File: config.mk
export PLATFORM = sky130hd
export DESIGN_NAME = hex_count_display
export DESIGN_NICKNAME = d
export VERILOG_FILES = /design/src/rtl/hcd_pkg.sv /design/src/rtl/hcd_prescaler.sv /design/src/rtl/hcd_control.sv /design/src/rtl/hcd_datapath.sv /design/src/rtl/hex_count_display.sv
export SDC_FILE = /design/constraint.sdc
export NUM_CORES = 1
export LEC_CHECK = 0
export BUFFER_PORTS_ARGS = -buffer_cell sky130_fd_sc_hd__buf_2
export CORE_MARGIN = 1.5
export CORE_UTILIZATION = 30
export CTS_BUF_LIST = sky130_fd_sc_hd__clkbuf_4
export DETAILED_ROUTE_END_ITERATION = 8
export PLACE_DENSITY = 0.57
export SYNTH_ARGS = -nofsm -noshare
export SYNTH_HDL_FRONTEND = slang
export SYNTH_SLANG_ARGS = --single-unit
File: constraint.sdc
create_clock -name clk -period 5.95 [get_ports clk]
set_input_delay 1.19 -clock clk [delete_from_list [all_inputs] [get_ports clk]]
set_output_delay 1.19 -clock clk [all_outputs]
set_load 0.005 [all_outputs]
File: src/rtl/hcd_pkg.sv
package hcd_pkg;

  localparam int HEX_W = 4;
  localparam int SEG_W = 7;

  typedef struct packed {
    logic countTick;
    logic scanTick;
  } ctrlStrobes_t;

  // active-high segments, bit0 = a ... bit6 = g
  function automatic logic [SEG_W-1:0] hexToSeg(input logic [HEX_W-1:0] v);
    logic [SEG_W-1:0] s;
    case (v)
      4'h0: s = 7'h3F;
      4'h1: s = 7'h06;
      4'h2: s = 7'h5B;
      4'h3: s = 7'h4F;
      4'h4: s = 7'h66;
      4'h5: s = 7'h6D;
      4'h6: s = 7'h7D;
      4'h7: s = 7'h07;
      4'h8: s = 7'h7F;
      4'h9: s = 7'h6F;
      4'hA: s = 7'h77;
      4'hB: s = 7'h7C;
      4'hC: s = 7'h39;
      4'hD: s = 7'h5E;
      4'hE: s = 7'h79;
      default: s = 7'h71;
    endcase
    return s;
  endfunction

endpackage

File: src/rtl/hcd_prescaler.sv
module hcd_prescaler #(
  parameter int DIV = 100
) (
  input  logic clk,
  input  logic rst,
  output logic tick
);
  localparam int CNT_W = (DIV > 1) ? $clog2(DIV) : 1;
  localparam logic [CNT_W-1:0] LAST = CNT_W'(DIV - 1);

  logic [CNT_W-1:0] divCnt;

  generate
    if (DIV > 1) begin : g_div
      assign tick = (divCnt == LAST);
      always_ff @(posedge clk) begin
        if (rst)       divCnt <= '0;
        else if (tick) divCnt <= '0;
        else           divCnt <= divCnt + 1'b1;
      end
    end else begin : g_pass
      assign tick = 1'b1;
      always_ff @(posedge clk) divCnt <= '0;
    end
  endgenerate

endmodule

File: src/rtl/hcd_control.sv
module hcd_control
  import hcd_pkg::*;
#(
  parameter int COUNT_DIV = 100_000_000,
  parameter int SCAN_DIV  = 100_000
) (
  input  logic         clk,
  input  logic         rst,
  output ctrlStrobes_t strobes
);
  logic countTick;
  logic scanTick;

  hcd_prescaler #(.DIV(COUNT_DIV)) u_countDiv (
    .clk  (clk),
    .rst  (rst),
    .tick (countTick)
  );

  hcd_prescaler #(.DIV(SCAN_DIV)) u_scanDiv (
    .clk  (clk),
    .rst  (rst),
    .tick (scanTick)
  );

  always_comb begin
    strobes.countTick = countTick;
    strobes.scanTick  = scanTick;
  end

endmodule

File: src/rtl/hcd_datapath.sv
module hcd_datapath
  import hcd_pkg::*;
#(
  parameter int NUM_DIGITS = 4
) (
  input  logic                  clk,
  input  logic                  rst,
  input  ctrlStrobes_t          strobes,
  output logic [SEG_W-1:0]      segments,
  output logic [NUM_DIGITS-1:0] digitSel,
  output logic [HEX_W-1:0]      countValue
);
  logic [HEX_W-1:0]      slowCnt;
  logic [NUM_DIGITS-1:0] ringReg;
  logic [NUM_DIGITS-1:0] ringNext;

  always_ff @(posedge clk) begin
    if (rst)                    slowCnt <= '0;
    else if (strobes.countTick) slowCnt <= slowCnt + 1'b1;
  end

  generate
    if (NUM_DIGITS > 1) begin : g_ring
      assign ringNext = {ringReg[NUM_DIGITS-2:0], ringReg[NUM_DIGITS-1]};
    end else begin : g_single
      assign ringNext = ringReg;
    end
  endgenerate

  always_ff @(posedge clk) begin
    if (rst)                   ringReg <= NUM_DIGITS'(1);
    else if (strobes.scanTick) ringReg <= ringNext;
  end

  always_comb begin
    segments   = ringReg[0] ? hexToSeg(slowCnt) : '0;
    digitSel   = ringReg;
    countValue = slowCnt;
  end

endmodule

File: src/rtl/hex_count_display.sv
module hex_count_display
  import hcd_pkg::*;
#(
  parameter int COUNT_DIV  = 100_000_000,
  parameter int SCAN_DIV   = 100_000,
  parameter int NUM_DIGITS = 4
) (
  input  logic                  clk,
  input  logic                  rst,
  output logic [6:0]            segments,
  output logic [NUM_DIGITS-1:0] digitSel,
  output logic [3:0]            countValue
);
  ctrlStrobes_t strobes;

  hcd_control #(.COUNT_DIV(COUNT_DIV), .SCAN_DIV(SCAN_DIV)) u_control (
    .clk     (clk),
    .rst     (rst),
    .strobes (strobes)
  );

  hcd_datapath #(.NUM_DIGITS(NUM_DIGITS)) u_datapath (
    .clk        (clk),
    .rst        (rst),
    .strobes    (strobes),
    .segments   (segments),
    .digitSel   (digitSel),
    .countValue (countValue)
  );

endmodule

==> implementation parameters, run 1 <==
Parameter                              Value

Yosys
  Register area share after synthesis    0.437
  Number of instances in the synthesized netlist    306
  Number of warnings issued by yosys    0
  Cell type contributing the most total cell area after synthesis    sky130_fd_sc_hd__dfxtp_1
  Dominant cells by area after synthesis    sky130_fd_sc_hd__dfxtp_1 (44%), sky130_fd_sc_hd__nor2_1 (8.2%), sky130_fd_sc_hd__xor2_1 (8.1%)
  Share of the synthesized area in the top cell type    0.437
  Async set-reset flop share out of synthesis    0
  Count of flip-flops with a built-in enable after synthesis    0
  Number of flip-flops and latches in the synthesized netlist    59
  Number of distinct library cells after synthesis    36
  Synthesized area per cell    8.84 um2
  Primary FF master, synth    sky130_fd_sc_hd__dfxtp_1
  Post-synth design cell area    2710 um2
  Syn_nets    ~320

Detailed routing
  Final routed wire length divided by cell count    10.6 um
  Routed via count    1991
  Average via count per standard cell    4.51
  Final routed DRC violation total    0
  Detailed router's first-iteration violation count    64
  Total routed wirelength    4660 um
  Antenna-violating nets left    0
  TritonRoute pass-1 iters    5

Clock tree
  Number of setup buffers added after CTS    0
  Clock Sinks    59
  Post-CTS resize count    0
  Clock root buffer    sky130_fd_sc_hd__clkbuf_4
  Hold_buf cts    0
  Clock tree from TritonCTS    done
  Clock insertion delay at the later pin of the skew report    410 ps
  Inserted Clock Buffers    9
  Clock input transition at the sequential cells of the worst setup and hold paths    100 ps
  Number of H-tree levels    3
  Buffers from clock root to sink, at most    2

Critical path
  Reg-to-Reg Start    u_control.u_countDiv.divCnt[0]$_SDFF_PP0_
  R2R setup slack    3440 ps
  Type of origin of the critical path    register
  Worst Path Required    6220 ps
  Element type at the critical path end    register
  Crit Path Max Fanout    11
  Length in cells of the worst reg-to-reg path    8
  Critical Setup Path Class    reg2reg
  Critical path arrival    2770 ps

Timing
  Fin. max-slew vios    0
  Period utilization    0.421
  Maximum clock skew at final layout    roughly 20 ps
  Highest clock frequency the design can meet    roughly 0.4 GHz
  Setup Viol. Count Final    0
  Crit path time final    2510 ps
  Unrepaired setup endpoints after global routing    false
  Relative slew slack    0.236
  Sum of negative setup slack    0 ps
  Final hold viol count    0
  Tightest Pin Transition    1140 ps

Die
  I/O pins    17
  Overall die height    98.0 um
  Die outline area    9600 um2
  Die Wd    98.0 um
  Count of standard-cell rows    34
  Effective utilization at floorplan    0.310
  Area inside the core boundary    ~8700 um2

Global route
  Wire length of the first global-routing pass    8630 um
  Number of antenna violations at the first check in global routing    1
  GRT Util Overall    0.110
  Via count of the first global-routing pass    1987
  GRT Residual Overflow    0
  Pin count of the biggest net entering global routing    28

Hold path
  Hold wc startpoint    u_control.u_countDiv.divCnt[0]$_SDFF_PP0_
  Number of cells traversed by the worst hold path    1
  Worst hold path endpoint    u_control.u_countDiv.divCnt[0]$_SDFF_PP0_
  Type of the tightest min-delay check    reg2reg

Finish
  Share of cells above drive strength 1    0.114
  Area of the multi-input gates    between 1000 and 1500 um2
  Layout overhead on the synthesized area    12.4%
  Final layout net count    340
  Sequential Area    1180 um2
  Final core area utilization    0.349
  Number of filler instances in the final layout    between 800 and 900
  Count of non-filler cells in the finished layout    approximately 440
  Total non-filler cell area in the finished layout    just over 3000 um2

Placement
  Post-placement cell area    just under 3000 um2
  Number of cells after detailed placement    about 430
  Final HPWL from detailed placement    approximately 3300 um
  Count of input and output buffers    16
  Routability cong.    0.855

Power and ir drop
  Peak supply drop    0.128 mV
  Power density over the cells    approximately 240 nW/um2
  Leak    1.16 nW

Run status
  Result of the run    finished, final reports clean

Run
  Reported max-cap violation count    0
## worst max-delay path by stage
stage	startpoint	to	slack, ps	cells past startpoint
after global placement	rst	register	3440	6
final	u_control.u_countDiv.divCnt[0]$_SDFF_PP0_	register	3440	8
after detailed placement	rst	register	3390	6
after global routing	u_control.u_countDiv.divCnt[0]$_SDFF_PP0_	register	3150	8
after CTS	u_control.u_countDiv.divCnt[0]$_SDFF_PP0_	register	3410	8
after floorplan	rst	register	3550	7
## power by group
group	switching [mW]	internal, mW
sequential	0.00348	0.398
clock	0.145	0.165
combinational	0.00902	0.00420
total	0.157	0.568
## per-stage QoR
stage	hold slack (ps)	total power [mW]	setup WS (ps)
after floorplan	430	0.420	3550
after detailed placement	454	0.424	3390
after global placement	443	0.424	3440
after global routing	506	0.756	3150
after CTS	481	0.738	3410
final	473	0.725	3440
## Yosys cell counts (2+ instances only)
master                      instances
sky130_fd_sc_hd__a21oi_1            6
sky130_fd_sc_hd__clkbuf_1           4
sky130_fd_sc_hd__inv_1             12
sky130_fd_sc_hd__mux2i_1            7
sky130_fd_sc_hd__and4_1             5
sky130_fd_sc_hd__a2bb2oi_1          3
sky130_fd_sc_hd__or3_1              4
sky130_fd_sc_hd__and2_1             9
sky130_fd_sc_hd__and3_1             7
sky130_fd_sc_hd__nand4_1            6
sky130_fd_sc_hd__and4bb_2           2
sky130_fd_sc_hd__buf_6              2
sky130_fd_sc_hd__o21ai_1            2
sky130_fd_sc_hd__nor3_1             5
sky130_fd_sc_hd__xor2_1            25
sky130_fd_sc_hd__o21ai_0            6
sky130_fd_sc_hd__nand2_1           22
sky130_fd_sc_hd__xnor2_1           14
sky130_fd_sc_hd__ha_1              10
sky130_fd_sc_hd__nand3_1           22
sky130_fd_sc_hd__nor2_1            59
sky130_fd_sc_hd__dfxtp_1           59
sky130_fd_sc_hd__a21o_1             2
## worst max-delay path: stages, from the launching register on
cell and delay, ps:
sky130_fd_sc_hd__dfxtp_1 380, sky130_fd_sc_hd__ha_1 240, sky130_fd_sc_hd__and4_1 300, sky130_fd_sc_hd__nand2_1 130, sky130_fd_sc_hd__nor3_1 280, sky130_fd_sc_hd__mux2i_1 460
sky130_fd_sc_hd__inv_1 280, sky130_fd_sc_hd__nand2_1 170, sky130_fd_sc_hd__o221ai_1 140
## cell families (layout without fill, tap and decap cells)
group,count (synthesis),count (layout),synth area share
compound gates,25,25,0.0620
flops,59,59,0.437
simple gates,148,148,0.272
mux,7,7,0.0259
fa+ha+maj,10,10,0.0463
other cells,0,1,0
xor+xnor,39,39,0.126
buf+inv,18,44,0.0305
## area by class of cell
cell class | count | share of cell area
Tap cell | 108 | 0.0444
Sequential cell | 59 | 0.388
Antenna cell | 1 | 0.000823
Clock buffer | 9 | 0.0222
Inverter | 12 | 0.0148
Clock inverter | 6 | 0.0267
Multi-Input combinational cell | 229 | 0.474
Timing Repair Buffer | 17 | 0.0288
## layout by cell type, fill, tap and decap left out, types with 7 or more instances in the layout
| cell type | n |
|---|---|
| sky130_fd_sc_hd__and2_1 | 9 |
| sky130_fd_sc_hd__and3_1 | 7 |
| sky130_fd_sc_hd__buf_2 | 16 |
| sky130_fd_sc_hd__clkbuf_4 | 9 |
| sky130_fd_sc_hd__dfxtp_1 | 59 |
| sky130_fd_sc_hd__ha_1 | 10 |
| sky130_fd_sc_hd__inv_1 | 12 |
| sky130_fd_sc_hd__mux2i_1 | 7 |
| sky130_fd_sc_hd__nand2_1 | 22 |
| sky130_fd_sc_hd__nand3_1 | 22 |
| sky130_fd_sc_hd__nor2_1 | 59 |
| sky130_fd_sc_hd__xnor2_1 | 14 |
| sky130_fd_sc_hd__xor2_1 | 25 |
## layer usage
layer  vias up  GRT usage  part of all wire
met5         -          0                 0
met4         0     0.0626             0.020
met3         9     0.0322             0.027
met2        16      0.175              0.45
met1       885      0.133              0.50
li1       1081          -                 -
Note: power is estimated with default switching activity, not from simulation.
==> inputs of run 2 (changes only) <==
--- a/config.mk
+++ b/config.mk
@@ -5,6 +5,7 @@
 export SDC_FILE = /design/constraint.sdc
 export NUM_CORES = 1
 export LEC_CHECK = 0
+export ABC_AREA = 1
 export BUFFER_PORTS_ARGS = -buffer_cell sky130_fd_sc_hd__buf_2
 export CORE_MARGIN = 1.5
 export CORE_UTILIZATION = 30
==> constraint.sdc (replaced) <==
create_clock -name clk -period 2.5 [get_ports clk]
set_input_delay 0.5 -clock clk [delete_from_list [all_inputs] [get_ports clk]]
set_output_delay 0.5 -clock clk [all_outputs]
set_load 0.005 [all_outputs]
==> implementation parameters, run 2 <==
Parameter                              Value

Die
  Die Wd    between 100 and 150 um
  Effective utilization at floorplan    0.313
  Count of standard-cell rows    36
  I/O pins    17
  Die outline area    around 11000 um2
  Area inside the core boundary    9860 um2
  Overall die height    104 um

Finish
  Sequential Area    1180 um2
  Number of filler instances in the final layout    1044
  Share of cells above drive strength 1    0.134
  Layout overhead on the synthesized area    12.8%
  Final layout net count    approximately 480
  Most common library cell in the layout ignoring fill and taps    sky130_fd_sc_hd__nand2_1
  Final core area utilization    0.353
  Commonest cells after routing, fill and taps aside    sky130_fd_sc_hd__nand2_1 (99), sky130_fd_sc_hd__inv_1 (66), sky130_fd_sc_hd__dfxtp_1 (59)
  Number of diodes    0
  Area of the multi-input gates    roughly 1600 um2

Critical path
  Category of cells accounting for the largest share of critical-path delay    simple AND/OR/NAND/NOR gates
  Critical Setup Path Class    reg2reg
  Crit Path Max Fanout    7
  Critical Path Slowest Stage Cell    sky130_fd_sc_hd__dfxtp_1
  Worst Path Required    2790 ps
  Largest stage delay, worst path    380 ps
  Crit path buf inv count    1
  Ordered cell list for the critical path    ha_1, nand2_2, nor2_4, nand2_4, nor2_1, nand2_1, nand2_1, nand3_1, inv_1, ha_1, nand3_1, nand3_1, nand2_1
  Type of origin of the critical path    register
  Element type at the critical path end    register
  Critical path arrival    2470 ps

Yosys
  Primary FF master, synth    sky130_fd_sc_hd__dfxtp_1
  Cell type contributing the most total cell area after synthesis    sky130_fd_sc_hd__dfxtp_1
  Number of warnings issued by yosys    0
  Most used standard cells in the synthesized netlist    sky130_fd_sc_hd__nand2_1 (99), sky130_fd_sc_hd__inv_1 (66), sky130_fd_sc_hd__dfxtp_1 (59)
  Number of flip-flops and latches in the synthesized netlist    59
  Register area share after synthesis    0.382
  Syn_nets    451
  Number of instances in the synthesized netlist    439
  Number of distinct library cells after synthesis    31
  Synthesized area per cell    7.03 um2
  Count of flip-flops with a built-in enable after synthesis    0
  Async set-reset flop share out of synthesis    0
  Dominant cells by area after synthesis    sky130_fd_sc_hd__dfxtp_1 (38%), sky130_fd_sc_hd__nand2_1 (12%), sky130_fd_sc_hd__inv_1 (8.0%)
  Most common cell in the synthesized netlist    sky130_fd_sc_hd__nand2_1
  Share of the synthesized area in the top cell type    0.382
  Post-synth design cell area    ~3000 um2

Clock tree
  Clock root buffer    sky130_fd_sc_hd__clkbuf_4
  Clock insertion delay at the later pin of the skew report    410 ps
  Number of setup buffers added after CTS    0
  Clock input transition at the sequential cells of the worst setup and hold paths    100 ps
  Number of H-tree levels    3
  Post-CTS resize count    0
  Buffers from clock root to sink, at most    2
  Inserted Clock Buffers    9
  Hold_buf cts    0
  Clock Sinks    59
  Clock tree from TritonCTS    done

Detailed routing
  Detailed router's first-iteration violation count    around 130
  TritonRoute pass-1 iters    5
  Antenna-violating nets left    0
  Final routed DRC violation total    0
  Average via count per standard cell    4.47
  Routed via count    2691
  Final routed wire length divided by cell count    10.4 um
  Total routed wirelength    6260 um

Timing
  Fin. max-slew vios    0
  Unrepaired setup endpoints after global routing    false
  Highest clock frequency the design can meet    0.460 GHz
  Tightest Pin Transition    535 ps
  Maximum clock skew at final layout    12.8 ps
  Relative slew slack    0.642
  Crit path time final    2170 ps
  Setup Viol. Count Final    0
  Final hold viol count    0
  Period utilization    0.869
  Sum of negative setup slack    0 ps

Power and ir drop
  Sequential share of power    0.545
  Combinational share of power    0.022
  Clock share of power    0.433
  Internal Power    1.37 mW
  Peak supply drop    around 0.26 mV
  Leak    1.44 nW
  Power density over the cells    approximately 500 nW/um2
  Sw Share    0.218
  Switching component of the power    0.381 mW

Global route
  Pin count of the biggest net entering global routing    17
  Number of antenna violations at the first check in global routing    0
  Via count of the first global-routing pass    between 2k and 3k
  Wire length of the first global-routing pass    about 11000 um
  GRT Util Overall    0.127
  GRT Residual Overflow    0

Run status
  Result of the run    finished, final reports clean

Hold path
  Type of the tightest min-delay check    reg2reg

Placement
  Routability cong.    0.842
  Final HPWL from detailed placement    4750 um
  Count of input and output buffers    16

Run
  Reported max-cap violation count    0
run 2: cell types whose count changed after synthesis, moves of 7 or more:
cell,before,now
sky130_fd_sc_hd__and2_1,9,0
sky130_fd_sc_hd__nand3_1,22,40
sky130_fd_sc_hd__and3_1,7,0
sky130_fd_sc_hd__mux2i_1,7,0
sky130_fd_sc_hd__inv_1,12,66
sky130_fd_sc_hd__nor3_2,0,7
sky130_fd_sc_hd__nand2_1,22,99
sky130_fd_sc_hd__a21oi_1,6,14
sky130_fd_sc_hd__xnor2_1,14,2
sky130_fd_sc_hd__xor2_1,25,12
sky130_fd_sc_hd__nor3_1,5,16
run 2: layout make-up:
type	count	area share
Tap cell	133	0.0478
Multi-Input combinational cell	307	0.465
Timing Repair Buffer	19	0.0295
Sequential cell	59	0.339
Clock inverter	6	0.0230
Clock buffer	10	0.0216
Inverter	68	0.0740
run 2: final timing paths:
path,from,endpoint,slack (ps),depth (start not counted)
max,u_control.u_countDiv.divCnt[0]$_SDFF_PP0_,register,330,13
min,u_control.u_scanDiv.divCnt[0]$_SDFF_PP0_,u_control.u_scanDiv.divCnt[0]$_SDFF_PP0_,450,1
max reg2reg,u_control.u_countDiv.divCnt[0]$_SDFF_PP0_,register,330,13
min reg2reg,u_control.u_scanDiv.divCnt[0]$_SDFF_PP0_,u_control.u_scanDiv.divCnt[0]$_SDFF_PP0_,450,1
run 2: routing by layer:
layer  share of wire  vias up  track usage
met4           0.017        0       0.0387
met3           0.044        8       0.0432
li1                -     1433            -
met2            0.46       32        0.212
met1            0.48     1218        0.154
met5               0        -            0
run 2: logic make-up after synthesis:
| kind of cell | count (synthesis) | synth area share |
|---|---|---|
| XOR/XNOR | 14 | 0.0397 |
| buffers and inverters | 73 | 0.0932 |
| AND/OR/NAND/NOR | 258 | 0.402 |
| adder cells (fa/ha/maj) | 10 | 0.0405 |
| flip-flops | 59 | 0.382 |
| AO/OA/AOI/OAI | 25 | 0.0421 |
run 2: worst reg2reg max path, stage by stage (launching register included):
cell and delay [ps]:
sky130_fd_sc_hd__dfxtp_1 380, sky130_fd_sc_hd__ha_1 200, sky130_fd_sc_hd__nand2_2 80, sky130_fd_sc_hd__nor2_4 130, sky130_fd_sc_hd__nand2_4 100, sky130_fd_sc_hd__nor2_1 150
sky130_fd_sc_hd__nand2_1 70, sky130_fd_sc_hd__nand2_1 50, sky130_fd_sc_hd__nand3_1 210, sky130_fd_sc_hd__inv_1 200, sky130_fd_sc_hd__ha_1 190, sky130_fd_sc_hd__nand3_1 130
sky130_fd_sc_hd__nand3_1 110, sky130_fd_sc_hd__nand2_1 60
run 2: power by group through the flow:
stage	Clock [mW]	Combinational (mW)	Sequential [mW]
after floorplan	0	0.0291	0.974
after global placement	0	0.0369	0.974
after detailed placement	0	0.0379	0.975
after CTS	0.788	0.0380	0.953
after global routing	0.836	0.0446	0.955
final	0.758	0.0378	0.953
run 2: metrics by stage:
stage | hold slack [ps] | power (mW) | setup WS [ps] | std cells | area (um2)
floorplan | 417 | 1.00 | 584 | 439 | 3090
global placement | 430 | 1.01 | 450 | 586 | 3330
detailed placement | 438 | 1.01 | 344 | 586 | 3330
CTS | 457 | 1.78 | 333 | 602 | 3480
global route | 478 | 1.83 | 121 | 602 | 3480
finish | 450 | 1.75 | 327 | 602 | 3480
==> inputs of run 3 (changes only) <==
--- a/config.mk
+++ b/config.mk
@@ -5,7 +5,6 @@
 export SDC_FILE = /design/constraint.sdc
 export NUM_CORES = 1
 export LEC_CHECK = 0
-export ABC_AREA = 1
 export BUFFER_PORTS_ARGS = -buffer_cell sky130_fd_sc_hd__buf_2
 export CORE_MARGIN = 1.5
 export CORE_UTILIZATION = 30
==> implementation parameters, run 3 (same netlist as run 1, synthesis figures left out) <==
Parameter                              Value

Global route
  GRT Residual Overflow    0
  GRT Util Overall    0.112
  Via count of the first global-routing pass    1992
  Number of antenna violations at the first check in global routing    0
  Pin count of the biggest net entering global routing    28
  Wire length of the first global-routing pass    8680 um

Clock tree
  Clock tree from TritonCTS    done
  Buffers from clock root to sink, at most    2
  Hold_buf cts    0
  Number of H-tree levels    3
  Clock Sinks    59
  Clock insertion delay at the later pin of the skew report    around 400 ps
  Post-CTS resize count    0
  Number of setup buffers added after CTS    0
  Clock root buffer    sky130_fd_sc_hd__clkbuf_4
  Clock input transition at the sequential cells of the worst setup and hold paths    100 ps
  Inserted Clock Buffers    9

Detailed routing
  Average via count per standard cell    4.57
  Final routed DRC violation total    0
  Final routed wire length divided by cell count    10.8 um
  Routed via count    2031
  Total routed wirelength    4790 um
  TritonRoute pass-1 iters    4
  Detailed router's first-iteration violation count    between 60 and 70
  Antenna-violating nets left    0

Placement
  Routability cong.    0.830
  Post-placement cell area    2910 um2
  Count of input and output buffers    16
  Final HPWL from detailed placement    3400 um
  Pre-CTS worst setup slack    199 ps

Die
  Die Wd    98.0 um
  Area inside the core boundary    8720 um2
  I/O pins    17
  Die outline area    9600 um2
  Overall die height    about 100 um
  Count of standard-cell rows    34
  Effective utilization at floorplan    0.310

Finish
  Final layout net count    343
  Most common library cell in the layout ignoring fill and taps    sky130_fd_sc_hd__nor2_1
  Number of filler instances in the final layout    895
  Share of cells above drive strength 1    0.131
  Commonest cells after routing, fill and taps aside    sky130_fd_sc_hd__nor2_1 (59), sky130_fd_sc_hd__dfxtp_1 (58), sky130_fd_sc_hd__xor2_1 (25)
  Number of diodes    0
  Layout overhead on the synthesized area    14.3%
  Total non-filler cell area in the finished layout    3090 um2

Timing
  Setup Viol. Count Final    0
  Period utilization    0.904
  Tightest Pin Transition    453 ps
  Maximum clock skew at final layout    14.9 ps
  Fin. max-slew vios    0
  Relative slew slack    0.698
  Final hold viol count    0
  Crit path time final    2260 ps
  Worst hold margin    roughly 420 ps
  Highest clock frequency the design can meet    0.443 GHz
  Smallest setup slack after layout    241 ps

Power and ir drop
  Leak    ~1.2 nW
  Peak supply drop    0.331 mV
  Power density over the cells    about 600 nW/um2
  Overall power after layout    1.83 mW

Critical path
  Element type at the critical path end    register
  Ordered cell list for the critical path    ha_1, and4_2, nand3_1, or3_1, a21o_1, inv_1, ha_2, a21oi_1, a21oi_1, o2bb2ai_1
  Critical Setup Path Class    reg2reg
  Most frequent CP cell    sky130_fd_sc_hd__a21oi_1
  Crit path buf inv count    1
  Largest stage delay, worst path    380 ps
  Critical Path Slowest Stage Cell    sky130_fd_sc_hd__or3_1
  Critical path arrival    2540 ps
  Type of origin of the critical path    register
  Crit Path Max Fanout    6
  Category of cells accounting for the largest share of critical-path delay    simple AND/OR/NAND/NOR gates
  Worst Path Required    2780 ps

Hold path
  Type of the tightest min-delay check    in2reg

Run
  Reported max-cap violation count    0

Run status
  Result of the run    finished, final reports clean
==> run 3: cell types whose count changed in the layout (fill, tap and decap cells not counted), sizes merged, moves of 8 or more <==
cell and change:
nand2 -84, inv -55, nand3 -20, nor3 -18, xor2 +13, xnor2 +12, and2 +9, nor2 -8
==> run 3: per-layer routing <==
layer  share of wire  GRT usage
met1            0.49      0.133
met2            0.47      0.180
met3           0.025     0.0365
met4           0.014     0.0571
met5               0          0
==> run 3: stage by stage <==
stage                      util  cells  TNS [ps]
after global placement    0.334    428         0
after detailed placement  0.334    428         0
after floorplan               -    306         0
final                     0.355    444         0
after global routing      0.355    444     -13.9
after CTS                 0.354    444         0
==> run 3: final cells by class <==
cell class	instances	area [um2]	area share
clock buffers	9	67.6	0.0219
flip-flops and latches	59	1180	0.382
inverters	12	45.0	0.0146
repair buffers	20	110	0.0356
clock inverters	7	106	0.0344
well taps	108	135	0.0437
multi-input cells	229	1450	0.467
==> run 3: worst paths after layout <==
path	from	end	slack, ps	cells after the start
setup reg to reg	u_control.u_countDiv.divCnt[1]$_SDFF_PP0_	register	240	10
hold / removal	rst	u_datapath.digitSel[2]$_SDFFE_PP0P_	420	2
hold reg to reg	u_control.u_countDiv.divCnt[0]$_SDFF_PP0_	u_control.u_countDiv.divCnt[0]$_SDFF_PP0_	430	1
setup / recovery	u_control.u_countDiv.divCnt[1]$_SDFF_PP0_	register	240	10
==> run 3: worst reg2reg max path: stages, from the launching register on <==
cell	delay, ps
sky130_fd_sc_hd__dfxtp_1	360
sky130_fd_sc_hd__ha_1	160
sky130_fd_sc_hd__and4_2	270
sky130_fd_sc_hd__nand3_1	130
sky130_fd_sc_hd__or3_1	380
sky130_fd_sc_hd__a21o_1	250
sky130_fd_sc_hd__inv_1	110
sky130_fd_sc_hd__ha_2	210
sky130_fd_sc_hd__a21oi_1	50
sky130_fd_sc_hd__a21oi_1	130
sky130_fd_sc_hd__o2bb2ai_1	80
==> run 3: power breakdown <==
group	internal, mW	leakage [nW]	switching [mW]
clock	0.495	0.0924	0.342
sequential	0.948	0.477	0.00832
combinational	0.0118	0.613	0.0221
